File: config.mk
export PLATFORM = sky130hd
export DESIGN_NAME = maskio_apb
export DESIGN_NICKNAME = d
export VERILOG_FILES = /design/src/rtl/maskio_pkg.sv /design/src/rtl/maskio_sync.sv /design/src/rtl/maskio_regs.sv /design/src/rtl/maskio_apb.sv
export SDC_FILE = /design/constraint.sdc
export NUM_CORES = 1
export LEC_CHECK = 0
export ABC_AREA = 1
export BUFFER_PORTS_ARGS = -buffer_cell sky130_fd_sc_hd__buf_2
export CAP_MARGIN = 20
export CORE_ASPECT_RATIO = 1.25
export CORE_UTILIZATION = 40
export DETAILED_ROUTE_END_ITERATION = 8
export PLACE_DENSITY = 0.66
export REMOVE_ABC_BUFFERS = 1
export SYNTH_ARGS = -nofsm -noshare
export SYNTH_HDL_FRONTEND = slang
export SYNTH_SLANG_ARGS = --single-unit
File: constraint.sdc
create_clock -name clk -period 0.8 [get_ports clk]
set_input_delay 0.04 -clock clk [delete_from_list [all_inputs] [get_ports clk]]
set_output_delay 0.04 -clock clk [all_outputs]
set_load 0.05 [all_outputs]
File: src/rtl/maskio_pkg.sv
package maskio_pkg;
  typedef enum logic [1:0] {
    RGN_DATA = 2'd0,
    RGN_DIR  = 2'd1,
    RGN_NONE = 2'd2
  } region_e;
endpackage

File: src/rtl/maskio_sync.sv
module maskio_sync #(
  parameter int WIDTH  = 8,
  parameter int STAGES = 2
) (
  input  logic             clk,
  input  logic             rst,
  input  logic [WIDTH-1:0] async_in,
  output logic [WIDTH-1:0] sync_out
);
  logic [WIDTH-1:0] chain [STAGES];

  always_ff @(posedge clk) begin
    if (rst) chain[0] <= '0;
    else     chain[0] <= async_in;
  end

  for (genvar s = 1; s < STAGES; s++) begin : g_stage
    always_ff @(posedge clk) begin
      if (rst) chain[s] <= '0;
      else     chain[s] <= chain[s-1];
    end
  end

  assign sync_out = chain[STAGES-1];
endmodule

File: src/rtl/maskio_regs.sv
module maskio_regs #(
  parameter int NPINS = 8
) (
  input  logic             clk,
  input  logic             rst,
  input  logic             wr_dir,
  input  logic             wr_data,
  input  logic [NPINS-1:0] mask,
  input  logic [NPINS-1:0] wdata,
  output logic [NPINS-1:0] dir_q,
  output logic [NPINS-1:0] out_q
);
  always_ff @(posedge clk) begin
    if (rst)         dir_q <= '0;
    else if (wr_dir) dir_q <= wdata;
  end

  for (genvar n = 0; n < NPINS; n++) begin : g_pin
    always_ff @(posedge clk) begin
      if (rst)                      out_q[n] <= 1'b0;
      else if (wr_data && mask[n])  out_q[n] <= wdata[n];
    end
  end

  // both registers clear after reset
  a_r1_reset_clear: assert property (@(posedge clk)
    rst |=> (dir_q == '0 && out_q == '0));

  // unmasked output bits keep their value across a data write
  a_r5_masked_keep: assert property (@(posedge clk) disable iff (rst)
    wr_data |=> ((out_q & ~$past(mask)) == ($past(out_q) & ~$past(mask))));

  // direction register moves only on its own write
  a_r3_dir_hold: assert property (@(posedge clk) disable iff (rst)
    !wr_dir |=> $stable(dir_q));

  // with no write strobe, nothing changes
  a_r10_no_stray_write: assert property (@(posedge clk) disable iff (rst)
    (!wr_dir && !wr_data) |=> $stable(out_q));
endmodule

File: src/rtl/maskio_apb.sv
module maskio_apb
  import maskio_pkg::*;
#(
  parameter int          NPINS       = 8,
  parameter int          ADDR_W      = 12,
  parameter int          SYNC_STAGES = 2,
  parameter logic [11:0] DIR_OFFSET  = 12'h400
) (
  input  logic              clk,
  input  logic              rst,
  input  logic              psel,
  input  logic              penable,
  input  logic              pwrite,
  input  logic [ADDR_W-1:0] paddr,
  input  logic [7:0]        pwdata,
  output logic [7:0]        prdata,
  output logic              pready,
  output logic              pslverr,
  input  logic [NPINS-1:0]  pad_in,
  output logic [NPINS-1:0]  pad_out,
  output logic [NPINS-1:0]  pad_oe
);
  localparam int MASK_LSB = 2;
  localparam int MASK_MSB = MASK_LSB + NPINS - 1;
  localparam int WIN_TOP  = MASK_MSB + 1;

  logic [NPINS-1:0] mask, dir_q, out_q, in_sync, data_rd;
  logic [7:0]       rd_val;
  region_e          rgn;
  logic             setup_rd, access_wr;

  assign mask = paddr[MASK_MSB:MASK_LSB];

  always_comb begin
    if (paddr[ADDR_W-1:WIN_TOP] == '0)
      rgn = RGN_DATA;
    else if (paddr[ADDR_W-1:2] == DIR_OFFSET[ADDR_W-1:2])
      rgn = RGN_DIR;
    else
      rgn = RGN_NONE;
  end

  assign setup_rd  = psel && !penable && !pwrite;
  assign access_wr = psel &&  penable &&  pwrite;

  maskio_sync #(.WIDTH(NPINS), .STAGES(SYNC_STAGES)) u_sync (
    .clk      (clk),
    .rst      (rst),
    .async_in (pad_in),
    .sync_out (in_sync)
  );

  maskio_regs #(.NPINS(NPINS)) u_regs (
    .clk     (clk),
    .rst     (rst),
    .wr_dir  (access_wr && rgn == RGN_DIR),
    .wr_data (access_wr && rgn == RGN_DATA),
    .mask    (mask),
    .wdata   (pwdata[NPINS-1:0]),
    .dir_q   (dir_q),
    .out_q   (out_q)
  );

  assign data_rd = mask & ((dir_q & out_q) | (~dir_q & in_sync));

  always_comb begin
    rd_val = '0;
    case (rgn)
      RGN_DATA: rd_val[NPINS-1:0] = data_rd;
      RGN_DIR:  rd_val[NPINS-1:0] = dir_q;
      default:  rd_val = '0;
    endcase
  end

  always_ff @(posedge clk) begin
    if (rst)           prdata <= '0;
    else if (setup_rd) prdata <= rd_val;
    else               prdata <= '0;
  end

  assign pad_out = out_q;
  assign pad_oe  = dir_q;
  assign pready  = 1'b1;
  assign pslverr = 1'b0;

  // the slave never stalls and never flags an error
  a_r2_no_wait: assert property (@(posedge clk) disable iff (rst)
    psel |-> (pready && !pslverr));

  // unmasked positions of a data read are zero
  a_r6_mask_zero: assert property (@(posedge clk) disable iff (rst)
    (setup_rd && rgn == RGN_DATA) |=> ((prdata[NPINS-1:0] & ~$past(mask)) == '0));

  // unmapped reads return zero
  a_r10_unmapped_zero: assert property (@(posedge clk) disable iff (rst)
    (setup_rd && rgn == RGN_NONE) |=> (prdata == 8'h00));
endmodule

After elaboration in Yosys (flattened, before gate mapping)
Memory sizes are Yosys's and may differ from the RTL's.
Index checks and enable logic that the tools add are counted.
Storage, ports and cells
  register bits: 24
  bits in writable memories: 16
  input port bits: 33
  output and inout bits: 26
  memories: 1
  word-level logic and storage cells: 48
Memories
  u_sync.chain: words 2, bits a word 8, rd ports 2, clocked after Yosys merged registers in 0, wr ports 2, line maskio_sync.sv:10  | logic [WIDTH-1:0] chain [STAGES];
Operators by class
  bitwise gates (word level): 8
  eq/ne operators: 2
  reduce and logical (&&, ||, !) cells: 19
  multiplexer cells: 8
Operator list (number)
  $and 8x8->8: 3
  $mux 8: 2
  $pmux 8 s2: 1
  $logic_and 1x1->1: 14
  $eq 10x9->1 const B: 1
  $not 8->8: 1
  $or 8x8->8: 1
  $logic_not 2->1: 2
  $mux 2: 2
  $mux 1: 3
  $eq 2x1->1 const B: 1
  $logic_not 1->1: 2
  $or 1x1->1: 2
  $reduce_or 2->1: 1
  $not 1->1: 1

Longest topological paths before layout
  depth in word-level cells: 6
  depth in mapped cells: 7
  depth with buffers taken out: 7

Cells and area by module
A second synthesis with hierarchy kept.
Unflattened totals
  cells, all modules: 220
  area total of the unflattened synthesis: 1595.3 um^2
By module, submodules not included
  maskio_regs: sequential area each 320.3 um^2, cells each 92, times used 1, area each 629.4 um^2
  maskio_apb: sequential area each 160.2 um^2, cells each 78, times used 1, area each 491.7 um^2
  maskio_sync: sequential area each 320.3 um^2, cells each 50, times used 1, area each 474.2 um^2

Least setup slack after synthesis
Ideal clock, no wire load.
  kind: register to register
  from: reg u_regs.out_q[6]
  to: reg prdata[6]
  data arrival time: 1101 ps
  library setup time: 73 ps
  path slack: -374 ps
  period minus slack after synthesis: 1174 ps
  stages on the path, launching flop included: 5
  data required time: 727 ps
  buffers on the path: 0
  path through: dfxtp_1 > inv_1 > a21boi_0 > o211ai_1 > a21oi_1
On the way
  cells in the longest elaborated chain, start to end: 4
RTL lines
  from (decl): line maskio_regs.sv:11  | output logic [NPINS-1:0] out_q
  from (signal, indexed assignment): line maskio_regs.sv:21  | else if (wr_data && mask[n]) out_q[n] <= wdata[n];
  $and 8x8->8: line maskio_apb.sv:64  | assign data_rd = mask & ((dir_q & out_q) | (~dir_q & in_sync));
  $or 8x8->8: line maskio_apb.sv:64
  $and 8x8->8: line maskio_apb.sv:64
  $pmux 8 s2: line maskio_apb.sv:68  | case (rgn)
  to (signal assigned): line maskio_apb.sv:77  | else if (setup_rd) prdata <= rd_val;
  to (decl): line maskio_apb.sv:16  | output logic [7:0] prdata,
No other way between the ends.
A chain may end at the register's enable or synchronous reset.

Worst setup path in the final report
  from: reg u_regs.dir_q[5]
  to: out pad_oe[5]
RTL lines
  from (decl): line maskio_regs.sv:10  | output logic [NPINS-1:0] dir_q,
  from (signal assigned): line maskio_regs.sv:15  | else if (wr_dir) dir_q <= wdata;
  to (decl): line maskio_apb.sv:21  | output logic [NPINS-1:0] pad_oe
No word-level cell between the ends.

==> results.md <==
- DIE WIDTH: 58.5 microns
- Post-DP HPWL: ~2800 microns
- Post-Layout Inst Area: approximately 2600 sq um
- CP cell instances: buf_8
- Area of the multi-input gates: approximately 650 sq um
- Antenna Cells: 0
- DR WL met3: 250 microns
- Hold crit path type: in -> reg
- Die H: 72.6 microns
- Avg WL per Cell: 11.5 microns
- Final slew viol count: 0
- CTS clk-pin slew, worst paths: ~0.080 ns
- Synthesized area: 1600 sq um
- Maxcap violations: 0
- Layout Area Growth over Synthesis: 65.2%
- Slowest cell on crit path: dfxtp_4
- Top-area cell type share of the netlist area: 0.502
- Final WL: 4180 microns
- Period utilization: 1.08
- DR vias/cell: 4.59
- DIE AREA: 4250 sq um
- Worst Skew: 0.0106 ns
- Drt drc: 0
- Worst-path maximum fanout: 4
- Final setup TNS: -0.823 ns
- Total CTS buffers: 5
- Synth Register Bits: 40
- Clk_lat worst skew: 0.29 ns
- Max clock buf depth: 2
- Top sig layer: met4
- Placer Congestion: about 0.83
- Register area share after synthesis: 0.502
- WP data arrival: roughly 0.83 ns
- WHS Path Cells: 3
- First-pass GRT wire length: 6800 microns
- Largest net degree at the start of global routing: 20
- Yosys warning total: 0
- IO Pins: 59
- Violated checks: negative setup slack
- Avg Cell Area, Syn: 7.32 sq um
- Initial drt markers: 61
- CTS tree: built
- Critical path buffers and inverters: 1
- Post-synth top area cell: dfxtp_1
- CP Capture Type: output pin
- P_leak: roughly 0.0012 uW
- Count of final hold-check violations: 0
- Final worst slack: -0.0679 ns
- Post-Syn Instances: 218
- Clock sinks: 40
- Element type at the critical path start: flip-flop
- CP Class: reg -> out
- Layout cells sized above 1: 0.438
- Maximum VDD drop: 0.00105 V
- Fmax: 1.15 GHz
- Run status: complete, but fails checks
- CTS H-Tree Depth: 2
- Initial antenna violation count: 0
- Met2 Routed Length: between 2000 and 2500 microns
- FF-to-FF path depth: 4
- Netlist cell types: 21
- # rows: 25
- FF+latch area: 851 sq um
- Core area: 3820 sq um
- Power density over the cells: 1600 nW/um^2
- Number of cells on the critical path: 1
- Fin crit period: 0.868 ns
- First drt pass iteration count: 4
- Worst EP required: between 0.7 and 0.8 ns
- PortBufs: 54
- R2r setup slk: -0.04 ns
- Largest stage delay on the critical path: 0.39 ns
- Root Buffer: clkbuf_8
- Grt total ovfl: 0
- Total Routing Usage GR: 0.212
- RSZ-0062 raised after global routing: yes
- Final ANT Viol Nets: 0
- Final setup viols: 25
- Filler cells: 337
- Initial Util: 0.418
- DR vias: between 1500 and 2000
- Nets: 340
- Placed cell area: 2100 sq um
- WL met1: 1730 microns
- Crit path max-delay family: flip-flops
- Top cells by area, synth: dfxtp_1, a21oi_1, inv_1
- Vias in the first global route: 1594
[cells in the mapped netlist]
| master | number |
|---|---|
| buf_1 | 1 |
| nand2_1 | 33 |
| a21oi_1 | 28 |
| o211ai_1 | 1 |
| o21ai_1 | 5 |
| buf_4 | 2 |
| nor2_1 | 35 |
| nand3_2 | 1 |
| o21ai_0 | 3 |
| nor2_4 | 1 |
| inv_1 | 35 |
| dfxtp_1 | 40 |
| nand4_1 | 8 |
| inv_2 | 2 |
| conb_1 | 2 |
| nor2_2 | 3 |
| clkbuf_1 | 1 |
| buf_6 | 1 |
| buf_2 | 3 |
| nand3_1 | 12 |
| a21boi_0 | 1 |
[worst paths after layout]
| check | from | to |
|---|---|---|
| worst max-delay path | u_regs.dir_q[5] | pad_oe[5] |
| worst min-delay path | pwdata[4] | u_regs.out_q[4] |
| worst max register to register | u_regs.out_q[6] | prdata[6] |
| worst min register to register | u_sync.chain[0][7] | u_sync.chain[1][7] |
[kinds of logic (layout without fill, tap and decap cells)]
logic type | after synthesis | after routing | synth area share
buffers and inverters | 45 | 135 | 0.118
AOI/OAI and AO/OA | 38 | 38 | 0.122
DFF | 40 | 40 | 0.502
other | 2 | 2 | 0.00470
and+or+nand+nor | 93 | 93 | 0.254
[report_power, final]
group / internal [uW] / switching [uW] / total [uW]
combinational: 193 / 225 / 418
sequential: 2010 / 15.5 / 2020
clock: 1100 / 675 / 1780
[worst register-to-register path, stage by stage, from the launching register on]
cell	delay (ns)
dfxtp_2	0.35
inv_1	0.06
a21boi_1	0.12
o211ai_1	0.10
a21oi_1	0.15
[metal layers]
metal	GRT usage	up-vias
li1	-	857
met1	0.250	752
met2	0.374	48
met3	0.0567	5
met4	0.0635	0
met5	0	-
[sequential cells by signal (all words and copies together) (netlist names)]
signal / cells
prdata: 8
u_sync.chain: 16
u_regs.out_q: 8
u_regs.dir_q: 8
[layout make-up]
class                      count  area share
timing repair buffer          90       0.304
tap                           54      0.0256
sequential                    40       0.323
multi-input combinational    133       0.247
inverter                      37      0.0527
clock inverter                 1      0.0114
clock buffer                   7      0.0365
[cell usage in the layout (no fill, tap or decap)]
cell type	count
nor2_4	1
o211ai_1	1
buf_2	30
dfxtp_4	8
bufinv_16	1
dfxtp_1	16
o21ai_1	8
inv_2	3
dlygate4sd3_1	8
nor2_1	31
nand3_2	1
buf_12	1
a21oi_1	19
a21oi_2	9
conb_1	2
buf_6	3
buf_4	27
dfxtp_2	16
a21boi_1	1
nor2_2	7
nand2_1	33
buf_8	21
nand3_1	12
inv_1	34
clkbuf_8	7
nand4_1	8
[what timing repair did]
action | in CTS | in global routing
endpoints found under the hold margin | 8 | 0
buffers inserted | 0 | 1
hold buffers | 8 | 0
endpoints found under the setup margin | 32 | 34
resized for setup | 94 | 25
pin swaps | 12 | 5
[per-stage QoR]
stage                util  instances  hold slack, ns  power [uW]  setup slack [ns]
CTS                 0.669        361          0.0232        4240           -0.0686
floorplan               -        210           0.109        2240            -0.374
global route        0.691        362          0.0315        4420            -0.108
detailed placement  0.550        345           0.246        2460            -0.167
global placement    0.550        345           0.237        2450            -0.168
finish              0.691        362          0.0273        4220           -0.0679
(Power assumes the default switching activity.)
